<file path="src/rtl/mmcnt_pkg.sv">
package mmcnt_pkg;

    localparam int CNT_W  = 32;
    localparam int ADDR_W = 3;

    localparam logic [ADDR_W-1:0] ADDR_CTRL  = 3'd0;
    localparam logic [ADDR_W-1:0] ADDR_CMD   = 3'd1;
    localparam logic [ADDR_W-1:0] ADDR_COUNT = 3'd2;
    localparam logic [ADDR_W-1:0] ADDR_CAPA  = 3'd3;
    localparam logic [ADDR_W-1:0] ADDR_CAPB  = 3'd4;

    localparam int ERR_BIT = 8;

    typedef enum logic [1:0] {
        MODE_CLKDIR = 2'd0,
        MODE_QUAD   = 2'd1,
        MODE_PULSE  = 2'd2
    } mode_e;

    // bit 4 prescaler, bit 3 line function, bits 2:1 mode, bit 0 enable
    typedef struct packed {
        logic  ref_div4;
        logic  line_cap;
        mode_e mode;
        logic  enable;
    } ctrl_t;

    typedef struct packed {
        logic err_clr;
        logic cap_b;
        logic cap_a;
        logic clr;
    } cmd_t;

    typedef struct packed {
        logic up;
        logic dn;
        logic err;
    } step_t;

    function automatic mode_e mode_of(input logic [1:0] raw);
        case (raw)
            2'd1:    return MODE_QUAD;
            2'd2:    return MODE_PULSE;
            default: return MODE_CLKDIR;
        endcase
    endfunction

    // position of an (a,b) pair on the forward encoder cycle 00,10,11,01
    function automatic logic [1:0] quad_pos(input logic [1:0] ab);
        case (ab)
            2'b00:   return 2'd0;
            2'b10:   return 2'd1;
            2'b11:   return 2'd2;
            default: return 2'd3;
        endcase
    endfunction

    function automatic step_t quad_step(input logic [1:0] ab_old,
                                        input logic [1:0] ab_new);
        logic [1:0] d;
        step_t      s;
        d = quad_pos(ab_new) - quad_pos(ab_old);
        s = '0;
        case (d)
            2'd1:    s.up  = 1'b1;
            2'd3:    s.dn  = 1'b1;
            2'd2:    s.err = 1'b1;
            default: s     = '0;
        endcase
        return s;
    endfunction

endpackage

</file>
<file path="src/rtl/mmcnt_sync.sv">
module mmcnt_sync #(
    parameter int W      = 3,
    parameter int STAGES = 2
) (
    input  logic         clk,
    input  logic         rst,
    input  logic [W-1:0] d_async,
    output logic [W-1:0] q_sync
);
    logic [W-1:0] stg [STAGES];

    always_ff @(posedge clk) begin
        if (rst) stg[0] <= '0;
        else     stg[0] <= d_async;
    end

    for (genvar i = 1; i < STAGES; i++) begin : g_stage
        always_ff @(posedge clk) begin
            if (rst) stg[i] <= '0;
            else     stg[i] <= stg[i-1];
        end
    end

    assign q_sync = stg[STAGES-1];
endmodule

</file>
<file path="src/rtl/mmcnt_decode.sv">
module mmcnt_decode
    import mmcnt_pkg::*;
#(
    parameter int DIV = 4
) (
    input  logic  clk,
    input  logic  rst,
    input  logic  a_s,
    input  logic  b_s,
    input  logic  c_s,
    input  logic  ref_tick,
    input  ctrl_t ctrl,
    input  logic  div_rst,
    output step_t step,
    output logic  line_clr,
    output logic  line_cap_a,
    output logic  line_cap_b
);
    localparam int DIV_W = (DIV > 1) ? $clog2(DIV) : 1;
    localparam logic [DIV_W-1:0] DIV_LAST = DIV_W'(DIV - 1);

    logic             a_p, b_p, c_p;
    logic [DIV_W-1:0] div_cnt;
    logic             a_rise, c_rise, c_fall, tick_go;
    logic             pulse_mode;

    always_ff @(posedge clk) begin
        if (rst) begin
            a_p <= 1'b0;
            b_p <= 1'b0;
            c_p <= 1'b0;
        end else begin
            a_p <= a_s;
            b_p <= b_s;
            c_p <= c_s;
        end
    end

    assign pulse_mode = (ctrl.mode == MODE_PULSE);

    always_ff @(posedge clk) begin
        if (rst || div_rst) begin
            div_cnt <= '0;
        end else if (ref_tick && pulse_mode && ctrl.ref_div4) begin
            div_cnt <= (div_cnt == DIV_LAST) ? '0 : div_cnt + 1'b1;
        end
    end

    assign tick_go = ref_tick && (!ctrl.ref_div4 || div_cnt == DIV_LAST);
    assign a_rise  = a_s & ~a_p;
    assign c_rise  = c_s & ~c_p;
    assign c_fall  = ~c_s & c_p;

    always_comb begin
        step = '0;
        case (ctrl.mode)
            MODE_CLKDIR: begin
                step.up = a_rise & b_s;
                step.dn = a_rise & ~b_s;
            end
            MODE_QUAD:  step = quad_step({a_p, b_p}, {a_s, b_s});
            MODE_PULSE: step.up = tick_go;
            default:    step = '0;
        endcase
    end

    always_comb begin
        line_clr   = 1'b0;
        line_cap_a = 1'b0;
        line_cap_b = 1'b0;
        if (pulse_mode) begin
            line_cap_a = c_rise;
            line_cap_b = c_fall;
        end else begin
            line_clr   = c_rise & ~ctrl.line_cap;
            line_cap_a = c_rise &  ctrl.line_cap;
        end
    end

    AST_STEP_EXCL: assert property (@(posedge clk) disable iff (rst)
        $onehot0({step.up, step.dn, step.err}))
        else $error("step outputs not exclusive");

    AST_DIV_GAP: assert property (@(posedge clk) disable iff (rst)
        (pulse_mode && ctrl.ref_div4 && step.up) |=> (!$stable(ctrl) || !step.up))
        else $error("prescaled tick on consecutive cycles");

    AST_EDGE_ONE: assert property (@(posedge clk) disable iff (rst)
        !(line_cap_a && line_cap_b))
        else $error("both captures from one line edge");
endmodule

</file>
<file path="src/rtl/mmcnt_regs.sv">
module mmcnt_regs
    import mmcnt_pkg::*;
#(
    parameter int DATA_W = CNT_W,
    parameter int AW     = ADDR_W
) (
    input  logic              clk,
    input  logic              rst,
    input  logic              wr_en,
    input  logic [AW-1:0]     wr_addr,
    input  logic [DATA_W-1:0] wr_data,
    input  logic [AW-1:0]     rd_addr,
    input  logic              err_set,
    input  logic [DATA_W-1:0] count,
    input  logic [DATA_W-1:0] cap_a_val,
    input  logic [DATA_W-1:0] cap_b_val,
    output ctrl_t             ctrl,
    output cmd_t              cmd,
    output logic              err_flag,
    output logic [DATA_W-1:0] rd_data
);
    localparam int CTRL_W = $bits(ctrl_t);
    localparam int CMD_W  = $bits(cmd_t);

    logic unused_wr_hi;
    assign unused_wr_hi = ^wr_data[DATA_W-1:CTRL_W];

    always_ff @(posedge clk) begin
        if (rst) begin
            ctrl <= '0;
        end else if (wr_en && wr_addr == ADDR_CTRL) begin
            ctrl.enable   <= wr_data[0];
            ctrl.mode     <= mode_of(wr_data[2:1]);
            ctrl.line_cap <= wr_data[3];
            ctrl.ref_div4 <= wr_data[4];
        end
    end

    assign cmd = (wr_en && wr_addr == ADDR_CMD) ? cmd_t'(wr_data[CMD_W-1:0]) : '0;

    // a new error outranks a clear in the same cycle
    always_ff @(posedge clk) begin
        if (rst)              err_flag <= 1'b0;
        else if (err_set)     err_flag <= 1'b1;
        else if (cmd.err_clr) err_flag <= 1'b0;
    end

    always_comb begin
        rd_data = '0;
        case (rd_addr)
            ADDR_CTRL: begin
                rd_data[CTRL_W-1:0] = ctrl;
                rd_data[ERR_BIT]    = err_flag;
            end
            ADDR_COUNT: rd_data = count;
            ADDR_CAPA:  rd_data = cap_a_val;
            ADDR_CAPB:  rd_data = cap_b_val;
            default:    rd_data = '0;
        endcase
    end

    AST_ERR_STICKY: assert property (@(posedge clk) disable iff (rst)
        (err_flag && !cmd.err_clr) |=> err_flag)
        else $error("error flag dropped without clear");

    AST_ERR_SET: assert property (@(posedge clk) disable iff (rst)
        err_set |=> err_flag)
        else $error("error flag not set");
endmodule

</file>
<file path="src/rtl/mmcnt_core.sv">
module mmcnt_core #(
    parameter int CW = 32
) (
    input  logic          clk,
    input  logic          rst,
    input  logic          enable,
    input  logic          up,
    input  logic          dn,
    input  logic          clr,
    input  logic          cap_a,
    input  logic          cap_b,
    output logic [CW-1:0] count,
    output logic [CW-1:0] cap_a_val,
    output logic [CW-1:0] cap_b_val
);
    localparam logic [CW-1:0] ONE = {{(CW-1){1'b0}}, 1'b1};

    always_ff @(posedge clk) begin
        if (rst || clr)         count <= '0;
        else if (enable && up)  count <= count + ONE;
        else if (enable && dn)  count <= count - ONE;
    end

    always_ff @(posedge clk) begin
        if (rst) begin
            cap_a_val <= '0;
            cap_b_val <= '0;
        end else begin
            if (cap_a) cap_a_val <= count;
            if (cap_b) cap_b_val <= count;
        end
    end

    AST_CLEAR_WINS: assert property (@(posedge clk) disable iff (rst)
        clr |=> (count == '0))
        else $error("clear lost to a count step");

    AST_CAP_PRE: assert property (@(posedge clk) disable iff (rst)
        cap_a |=> (cap_a_val == $past(count)))
        else $error("capture A took a post-step value");

    AST_HOLD_OFF: assert property (@(posedge clk) disable iff (rst)
        (!enable && !clr) |=> $stable(count))
        else $error("count moved while disabled");

    AST_UNIT_STEP: assert property (@(posedge clk) disable iff (rst)
        !clr |=> (count == $past(count) || count == $past(count) + ONE
                  || count == $past(count) - ONE))
        else $error("count jumped by more than one");

    AST_CAPB_HOLD: assert property (@(posedge clk) disable iff (rst)
        !cap_b |=> $stable(cap_b_val))
        else $error("capture B changed without capture");
endmodule

</file>
<file path="src/rtl/mmcnt_channel.sv">
module mmcnt_channel
    import mmcnt_pkg::*;
#(
    parameter int CW      = CNT_W,
    parameter int AW      = ADDR_W,
    parameter int SYNC_ST = 2,
    parameter int REF_DIV = 4
) (
    input  logic          clk,
    input  logic          rst,
    input  logic          ext_a,
    input  logic          ext_b,
    input  logic          ext_c,
    input  logic          ref_tick,
    input  logic          wr_en,
    input  logic [AW-1:0] wr_addr,
    input  logic [CW-1:0] wr_data,
    input  logic [AW-1:0] rd_addr,
    output logic [CW-1:0] rd_data
);
    logic [2:0]    lines_s;
    ctrl_t         ctrl;
    cmd_t          cmd;
    step_t         step;
    logic          line_clr, line_cap_a, line_cap_b;
    logic          clr_any, cap_a_any, cap_b_any;
    logic          err_flag;
    logic [CW-1:0] count, cap_a_val, cap_b_val;

    mmcnt_sync #(.W(3), .STAGES(SYNC_ST)) i_sync (
        .clk     (clk),
        .rst     (rst),
        .d_async ({ext_a, ext_b, ext_c}),
        .q_sync  (lines_s)
    );

    mmcnt_decode #(.DIV(REF_DIV)) i_decode (
        .clk        (clk),
        .rst        (rst),
        .a_s        (lines_s[2]),
        .b_s        (lines_s[1]),
        .c_s        (lines_s[0]),
        .ref_tick   (ref_tick),
        .ctrl       (ctrl),
        .div_rst    (clr_any),
        .step       (step),
        .line_clr   (line_clr),
        .line_cap_a (line_cap_a),
        .line_cap_b (line_cap_b)
    );

    assign clr_any   = cmd.clr   | line_clr;
    assign cap_a_any = cmd.cap_a | line_cap_a;
    assign cap_b_any = cmd.cap_b | line_cap_b;

    mmcnt_core #(.CW(CW)) i_core (
        .clk       (clk),
        .rst       (rst),
        .enable    (ctrl.enable),
        .up        (step.up),
        .dn        (step.dn),
        .clr       (clr_any),
        .cap_a     (cap_a_any),
        .cap_b     (cap_b_any),
        .count     (count),
        .cap_a_val (cap_a_val),
        .cap_b_val (cap_b_val)
    );

    mmcnt_regs #(.DATA_W(CW), .AW(AW)) i_regs (
        .clk       (clk),
        .rst       (rst),
        .wr_en     (wr_en),
        .wr_addr   (wr_addr),
        .wr_data   (wr_data),
        .rd_addr   (rd_addr),
        .err_set   (step.err),
        .count     (count),
        .cap_a_val (cap_a_val),
        .cap_b_val (cap_b_val),
        .ctrl      (ctrl),
        .cmd       (cmd),
        .err_flag  (err_flag),
        .rd_data   (rd_data)
    );

    AST_ERR_QUAD_ONLY: assert property (@(posedge clk) disable iff (rst)
        step.err |-> (ctrl.mode == MODE_QUAD))
        else $error("encoder error outside quadrature mode");

    AST_RESET_ZERO: assert property (@(posedge clk)
        $past(rst) |-> (count == '0 && !err_flag))
        else $error("state not cleared by reset");
endmodule

</file>
<file path="config.mk">
export PLATFORM = sky130hd
export DESIGN_NAME = mmcnt_channel
export DESIGN_NICKNAME = d
export VERILOG_FILES = /design/src/rtl/mmcnt_pkg.sv /design/src/rtl/mmcnt_sync.sv /design/src/rtl/mmcnt_decode.sv /design/src/rtl/mmcnt_regs.sv /design/src/rtl/mmcnt_core.sv /design/src/rtl/mmcnt_channel.sv
export SDC_FILE = /design/constraint.sdc
export NUM_CORES = 1
export LEC_CHECK = 0
export BUFFER_PORTS_ARGS = -buffer_cell sky130_fd_sc_hd__buf_2
export CORE_MARGIN = 8
export CORE_UTILIZATION = 24
export CTS_BUF_LIST = sky130_fd_sc_hd__clkbuf_8
export CTS_CLUSTER_SIZE = 14
export DETAILED_ROUTE_END_ITERATION = 8
export GPL_TIMING_DRIVEN = 0
export PLACE_DENSITY = 0.42
export SKIP_CTS_REPAIR_TIMING = 1
export SLEW_MARGIN = 20
export SYNTH_ARGS = -nofsm -noshare
export SYNTH_HDL_FRONTEND = slang
export SYNTH_HIERARCHICAL = 1
export SYNTH_SLANG_ARGS = --single-unit
</file>
<file path="constraint.sdc">
create_clock -name clk -period 6.45 [get_ports clk]
set_clock_uncertainty 0.15 [all_clocks]
set_input_delay 0.9675 -clock clk [delete_from_list [all_inputs] [get_ports clk]]
set_output_delay 0.9675 -clock clk [all_outputs]
set_load 0.01 [all_outputs]
</file>
# After elaboration in Yosys (flattened, before gate mapping)
# Memories as Yosys holds them, arrays and structs flattened.
# Cells that the tools add are included.
[totals]
register_bits = 107
mem_count = 1
out_inout_bits = 32
input_bits = 45
ram_bits = 6
[mem_list]
columns = ["name", "words", "width", "rd", "rd_clocked_by_memory_dff", "wr", "line", "rtl"]
rows = [
  ["i_sync.stg", 2, 3, 2, 0, 2, "mmcnt_sync.sv:10", "logic [W-1:0] stg [STAGES];"],
]
[op_classes]
bitwise_logic = 17
addsub = 4
eq_ne = 16
n_mux = 29
n_reduce_logical = 17
[ops]
columns = ["cell", "n"]
rows = [
  ["23-bit case mux with 3 select lines", 1],
  ["32-bit two-way mux", 2],
  ["32-bit by 1-bit adder with 32-bit output, second input constant", 1],
  ["32-bit by 1-bit subtractor with 32-bit output, second input constant", 1],
  ["5-bit case mux with 4 select lines", 1],
  ["2-bit equality test, second input constant", 9],
  ["1-bit two-way mux", 12],
  ["2-bit case mux with 3 select lines", 2],
  ["3-bit case mux with 3 select lines", 1],
  ["1-bit AND", 7],
  ["1-bit logical AND", 7],
  ["2-bit by 1-bit equality test with 1-bit output, second input constant", 3],
  ["3-bit by 2-bit equality test with 1-bit output, second input constant", 2],
  ["2-bit zero test", 3],
  ["3-bit zero test", 2],
  ["2-bit two-way mux", 3],
  ["3-bit two-way mux", 2],
  ["1-bit inverter", 5],
  ["1-bit bitwise OR", 5],
  ["4-bit two-way mux", 1],
  ["1-bit case mux with 4 select lines", 1],
  ["2-bit case mux with 2 select lines", 1],
  ["2-bit nonzero test", 2],
  ["3-bit by 1-bit equality test with 1-bit output, second input constant", 1],
  ["7 further kinds", 8],
]

# Depth between registers and ports, before layout
# Gate-level depths: netlist of the first run.
[depth]
ltp_word = 10
ltp_mapped = 17
ltp_nobuf = 17

# Modules after synthesis
# Netlist of the first run, hierarchy kept.
[by_module_without_submodules]
columns = ["module", "area_per_inst_um2", "n_inst", "seq_area_each_um2", "cells_per_inst"]
rows = [
  ["mmcnt_core", 4911.0, 1, 1921.8, 558],
  ["mmcnt_regs", 1202.4, 1, 120.1, 124],
  ["mmcnt_decode", 349.1, 1, 100.1, 38],
  ["mmcnt_sync", 157.7, 1, 120.1, 12],
  ["mmcnt_channel", 18.8, 1, 0.0, 3],
]

# Worst setup path before layout of the first run
# OpenSTA, ideal clock, no wires.
[synth_path]
path_type = "reg-to-reg"
from = "register i_decode.b_p"
to = "register i_core.count[31]"
arrival_ns = 4.287
setup_slack_ns = 1.943
stages_incl_launch_ff = 17
path_cell_list = "dfxtp_1 -> xor2_1 -> ha_1 -> nor3b_1 -> a21oi_1 -> o211ai_1 -> nand2_1 -> ha_1 -> a21o_1 -> o21bai_4 -> o21ai_4 -> o21ai_2 -> a31oi_4 -> o221ai_2 -> o21a_1 -> or4_1 -> a21oi_1"
[synth_rtl]
columns = ["item", "line", "rtl"]
rows = [
  ["start, declared", "mmcnt_decode.sv:22", "logic a_p, b_p, c_p;"],
  ["start signal, assigned", "mmcnt_decode.sv:34", "b_p <= b_s;"],
  ["end signal, assigned", "mmcnt_core.sv:20", "else if (enable && up) count <= count + ONE;"],
  ["end signal, assigned", "mmcnt_core.sv:21", "else if (enable && dn) count <= count - ONE;"],
  ["end, declared", "mmcnt_core.sv:12", "output logic [CW-1:0] count,"],
]

==> out/qor_table.md, run 1 <==
| Group | Result | Value |
|:---|:---|:---|
| min path | Type of the tightest min-delay check | flop to flop |
| sta | RSZ-0062 raised after global routing | no |
| setup path | WP data arrival | 4970 ps |
| drt | Number of optimization iterations in the first detailed-route pass | 7 |
| global route | Sum of overflow across all layers after global routing | 0 |
| synth | Synth Cell Area | 0.006633 mm² |
| drt | Vias post-DR | 5400 |
| placement | Detailed Place HPWL | 13.53 mm |
| synth | Per-instance average area after synthesis | 9.036 µm² |
| sta | Max-Slew Margin vs Limit | 33.64% |
| drt | Iteration-0 DRC Markers | 260 |
| sta | Maximum achievable frequency | 210.6 MHz |
| global route | Global-route usage over all layers | 11.49% |
| clock tree | Deepest clock path buffer count | 2 |
| sta | # setup viols final | 0 |
| floorplan | Total Die Area | 0.03321 mm² |
| placement | Total of buffers placed on input and output ports | 49 |
| placement | Worst slack after detailed placement | 1684 ps |
| setup path | Critical Path End Type | flop |
| layout | Final net count | 884 |
| sta | Worst-margin pin slew | 995.5 ps |
| setup path | Required time of the worst setup path | 6670 ps |
| floorplan | Ports | 77 |
| layout | Total non-filler cell area in the finished layout | 0.007770 mm² |
| global route | First-pass GRT wire length | 30.24 mm |
| layout | Share of cells above drive strength 1 | 13.24% |
| drt | Wire length per cell after detailed routing | 16.06 µm |
| synth | Number of warning messages in the yosys log | 6 |
| setup path | Startpoint type of the worst setup path | flop |
| pwr | Overall power | 1598 µW |
| setup path | Type of the worst setup path | flop to flop |
| clock tree | Worst-skew pair later-pin latency | 450 ps |
| pwr | Worst vdd ir | 0.00008283 V |
| global route | Number of global-route vias before repair | 5534 |
| pwr | Static Leak | 0.003068 µW |
| run status | Status | finished, final reports clean |
| floorplan | Width of the die | 182.2 µm |
| synth | Net count after synthesis | 815 |
| sta | Post-layout worst setup margin | 1701 ps |
| sta | Total count of max-transition violations in the final report | 0 |
| drt | Vias per cell | 4.647 |
| setup path | Peak fanout along the critical path | 28 |
| layout | Non-filler instance count after layout | 1162 |
| global route | Antenna violations before repair | 0 |
| drt | Number of routed nets with antenna violations | 0 |
| sta | Period utilization | 73.62% |
| sta | Hold Violations, Final | 0 |
| floorplan | Die Ht | 182.2 µm |
| drt | DRC violation count after routing | 0 |
| flow run | Max-capacitance violation count | 0 |
| floorplan | CORE AREA | 0.02748 mm² |
| layout | Antenna fix cells | 0 |
| sta | Final-layout setup total negative slack | 0 ps |
| layout | Area added between synthesis and finish | 17.15% |
| sta | Final worst path period need | 4749 ps |
| placement | Placed inst area | 0.007333 mm² |
| clock tree | Cell at the root of the clock tree | clkbuf_8 |
| floorplan | Initial cell density of the core | 24.14% |
| pwr | PD cells | 205.7 mW/mm² |
| clock tree | Number of levels in the clock H-tree | 4 |
| clock tree | Clock slew at the register clock pins of the worst setup and hold paths | 80 ps |
| floorplan | FP Rows | 61 |
| placement | Weighted congestion at the end of routability-driven global placement | 0.7637 |
| synth | Count of mapped cells out of synthesis | 734 |
| placement | Cell count after placement | 1130 |
| drt | Final WL | 18.67 mm |
| global route | Maximum number of pins on one net before global-route repair | 29 |
| clock tree | Clock buffers created by TritonCTS | 17 |
| clock tree | Number of clock sinks | 113 |
| clock tree | CTS tree | yes |
## power breakdown
part           total [µW]  switching (µW)  internal [µW]  leakage, µW
logic                 138            82.8           55.3      0.00194
clock network         754             324            430     0.000220
registers             706            4.51            702     0.000912
total                1600             411           1190      0.00307
## worst paths after layout
kind                         start                to  slack (ps)  cells after the start
setup / recovery      i_decode/b_p  i_core/count[30]        1700                     17
hold / removal    i_sync/stg[0][2]  i_sync/stg[1][2]         290                      1
setup reg to reg      i_decode/b_p  i_core/count[30]        1700                     17
hold reg to reg   i_sync/stg[0][2]  i_sync/stg[1][2]         290                      1
## critical path: stages, from the launching register on
cell and delay (ps):
dfxtp_1 390, xor2_1 160, ha_1 260, nor3b_1 330, a21oi_1 150, o211ai_1 330, nand2_2 240, buf_12 230
ha_1 350, nor2b_1 220, o2111ai_1 160, a21oi_1 250, nor3_1 130, o31ai_1 400, a21oi_1 210, nor3_1 260
mux2_2 360, o211ai_1 80
## layout by cell type, fill, tap and decap left out, drive strengths merged, types with 22 or more instances in the layout
| master | instances |
|---|---|
| clkbuf | 36 |
| buf | 72 |
| nor2 | 84 |
| mux2i | 103 |
| o21ai | 22 |
| nand2 | 69 |
| a21oi | 54 |
| o2bb2ai | 25 |
| ha | 35 |
| dfxtp | 113 |
## sequential cells by signal, summed over array words and instances (netlist names)
signal,flops
i_sync/stg,6
i_decode/div_cnt,2
i_core/count,32
i_decode/c_p,1
i_decode/b_p,1
i_core/cap_a_val,32
i_regs/err_flag,1
i_core/cap_b_val,32
i_decode/a_p,1
i_regs/ctrl,5
## layout make-up
cell class	instances	area (µm²)
buffer	40	234.0
clock buffer	18	247.7
multi-input combinational	575	4116
sequential	113	2262
timing repair buffer	50	265.3
clock inverter	14	188.9
tap	346	432.9
inverter	6	22.52
fill	2982	19710
## layer usage
| layer | part of all wire [%] | track usage (%) | vias to the layer above |
|---|---|---|---|
| met3 | 2.3 | 2.505 | 12 |
| met4 | 1.1 | 3.247 | 0 |
| li1 | - | - | 2772 |
| met2 | 48 | 19.32 | 66 |
| met1 | 49 | 14.57 | 2550 |
| met5 | 0 | 0 | - |
## through the flow
stage | util, % | hold slack, ps
global route | 28.28 | 306.7
floorplan | - | 263.8
detailed placement | 26.69 | 278.2
CTS | 28.28 | 303.2
global placement | 26.61 | 280.1
finish | 28.28 | 294.2
Note: power is estimated with default switching activity, not from simulation.
==> inputs of run 2 (changes only) <==
Settings changed: ABC_AREA set to 1, PLACE_DENSITY 0.42 to 0.41.
Clock period 6.45 ns to 4.8 ns, I/O delays scaled along.
==> run 2 against run 1 <==
Via count rose by 33%. Setup slack got worse by 260 ps. Fmax rose by 41%. Critical path type unchanged. Sequential power rose by 34%. Critical path depth rose by 1. First-iteration DRC count rose by 40%. Synthesized cell count rose by 66%. Area after synthesis rose by 10%. Clock power rose by 20%. Global-route usage rose by 1.8 points. Utilization fell by 0.34 points.
==> out/qor_table.md, run 2 <==
| Group | Result | Value |
|:---|:---|:---|
| run status | Status | finished, final reports clean |
| setup path | Peak fanout along the critical path | 31 |
| drt | Number of optimization iterations in the first detailed-route pass | 5 |
| clock tree | Deepest clock path buffer count | 2 |
| synth | Count of mapped cells out of synthesis | 1222 |
| floorplan | Ports | 77 |
| layout | Area added between synthesis and finish | 15.78% |
| drt | Iteration-0 DRC Markers | 364 |
| sta | Max-Slew Margin vs Limit | 46.67% |
| setup path | WP data arrival | 3540 ps |
| global route | Number of global-route vias before repair | 6939 |
| global route | Global-route usage over all layers | 13.33% |
| setup path | Startpoint type of the worst setup path | flop |
| pwr | Static Leak | 0.004352 µW |
| layout | Final net count | 1372 |
| setup path | Cell-by-cell trace of the critical path | xnor2_1, ha_1, nor3_1, nand2_1, nand2_1, nand2_2, buf_12, ha_1, nand2_1, nor2_1, and2_1, nand2_1, nand2_2, nand2_1, nand3_1, nand3_1, nand2_1, inv_1 |
| drt | Wire length per cell after detailed routing | 13.84 µm |
| layout | Antenna fix cells | 0 |
| pwr | PD cells | 235.4 mW/mm² |
| setup path | Register-to-Register Path Depth | 18 |
| synth | Synth Cell Area | 0.007325 mm² |
| floorplan | Die Ht | 190.7 µm |
| sta | Maximum achievable frequency | 297.7 MHz |
| floorplan | Total Die Area | 0.03636 mm² |
| layout | Regs by FF count | i_core/cap_a_val x32, i_core/cap_b_val x32, i_core/count x32 |
| clock tree | Cell at the root of the clock tree | clkbuf_8 |
| synth | Number of warning messages in the yosys log | 6 |
| sta | Final worst path period need | 3359 ps |
| clock tree | Number of levels in the clock H-tree | 4 |
| global route | Sum of overflow across all layers after global routing | 0 |
| flow run | Max-capacitance violation count | 0 |
| drt | Vias per cell | 4.220 |
| pwr | Worst vdd ir | 0.0001079 V |
| drt | Number of routed nets with antenna violations | 0 |
| setup path | Type of the worst setup path | flop to flop |
| setup path | Setup slack of the worst register-to-register path | 1440 ps |
| synth | Per-instance average area after synthesis | 5.994 µm² |
| synth | Net count after synthesis | 1303 |
| layout | Leading cell types in the layout, fill and taps excluded | nand2_1 (482), inv_1 (201), dfxtp_1 (113), a21oi_1 (90), nor2_1 (76) |
| sta | Worst-margin pin slew | 793.9 ps |
| floorplan | Initial cell density of the core | 24.13% |
| drt | Final WL | 23.52 mm |
| clock tree | Worst-skew pair later-pin latency | 440 ps |
| sta | Period utilization | 69.98% |
| placement | Detailed Place HPWL | 18.64 mm |
| floorplan | CORE AREA | 0.03035 mm² |
| sta | Total count of max-transition violations in the final report | 0 |
| sta | Hold Violations, Final | 0 |
| drt | DRC violation count after routing | 0 |
| clock tree | Number of clock sinks | 113 |
| placement | Total of buffers placed on input and output ports | 49 |
| global route | Maximum number of pins on one net before global-route repair | 32 |
| min path | Type of the tightest min-delay check | flop to flop |
| layout | Leading cell type in the layout, fill and taps excluded | nand2_1 |
| floorplan | Width of the die | 190.7 µm |
| clock tree | CTS tree | yes |
| setup path | Critical Path End Type | flop |
| min path | Worst Hold Path Cells | 2 |
| placement | Weighted congestion at the end of routability-driven global placement | 0.8343 |
| sta | # setup viols final | 0 |
| global route | First-pass GRT wire length | 37.94 mm |
| layout | Share of cells above drive strength 1 | 8.749% |
| clock tree | Clock buffers created by TritonCTS | 17 |
| sta | Final-layout setup total negative slack | 0 ps |
| setup path | Master of the slowest instance on the critical path | dfxtp_1 |
| global route | Antenna violations before repair | 0 |
| setup path | Delay contributed by the slowest stage of the critical path | 400 ps |
| drt | Vias post-DR | 7170 |
| setup path | Required time of the worst setup path | 4990 ps |
| sta | RSZ-0062 raised after global routing | no |
| clock tree | Clock slew at the register clock pins of the worst setup and hold paths | 60 ps |
| floorplan | FP Rows | 64 |
| setup path | Most prevalent standard cell on the critical path | nand2_1 |
| pwr | Overall power | 1996 µW |
run 2: layout make-up:
type,instances,area [µm²]
Buffer,39,170.2
Clock buffer,22,302.8
Clock inverter,9,90.09
Fill cell,3450,21870
Inverter,199,747.0
Multi-Input combinational cell,871,4148
Sequential cell,113,2262
Tap cell,396,495.5
Timing Repair Buffer,50,265.3
run 2: worst max-delay path, delay by kind of cell (launching register included):
| family | cells | cell delay, ps |
|---|---|---|
| and+or+nand+nor | 13 | 1660 |
| xor gates and xnor gates | 1 | 150 |
| DFF | 1 | 400 |
| buffers and inverters | 2 | 250 |
| adders and majority gates | 2 | 630 |
run 2: metrics by stage:
step / area (µm²) / instances / setup WS (ps) / hold slack [ps] / utilization (%)
4_1_cts: 8481 / 1699 / 1392 / 252.4 / 27.94
2_1_floorplan: 7325 / 1222 / 1443 / 238.3 / -
3_5_place_dp: 8088 / 1668 / 1415 / 242.8 / 26.65
5_1_grt: 8481 / 1699 / 1082 / 276.8 / 27.94
3_3_place_gp: 8065 / 1667 / 415.1 / 239.8 / 26.57
6_report: 8481 / 1699 / 1441 / 250.1 / 27.94
run 2: worst paths after layout:
check,from,to
worst max-delay path,i_sync/stg[1][1],i_core/count[21]
worst max register to register,i_sync/stg[1][1],i_core/count[21]
worst min-delay path,i_sync/stg[0][0],i_sync/stg[1][0]
worst min register to register,i_sync/stg[0][0],i_sync/stg[1][0]
run 2: power breakdown:
group	switching (µW)	total, µW	internal (µW)
Sequential	5.51	949	943
Combinational	103	145	42.4
Clock	384	902	518
run 2: layer usage:
metal,part of all wire (%),track usage (%),vias to the layer above,wire (µm)
met5,0,0,-,0
met4,1.5,3.998,0,345
met3,2.2,1.847,21,509
met2,45,21.39,90,10490
met1,52,18.26,3154,12170
li1,-,-,3905,-
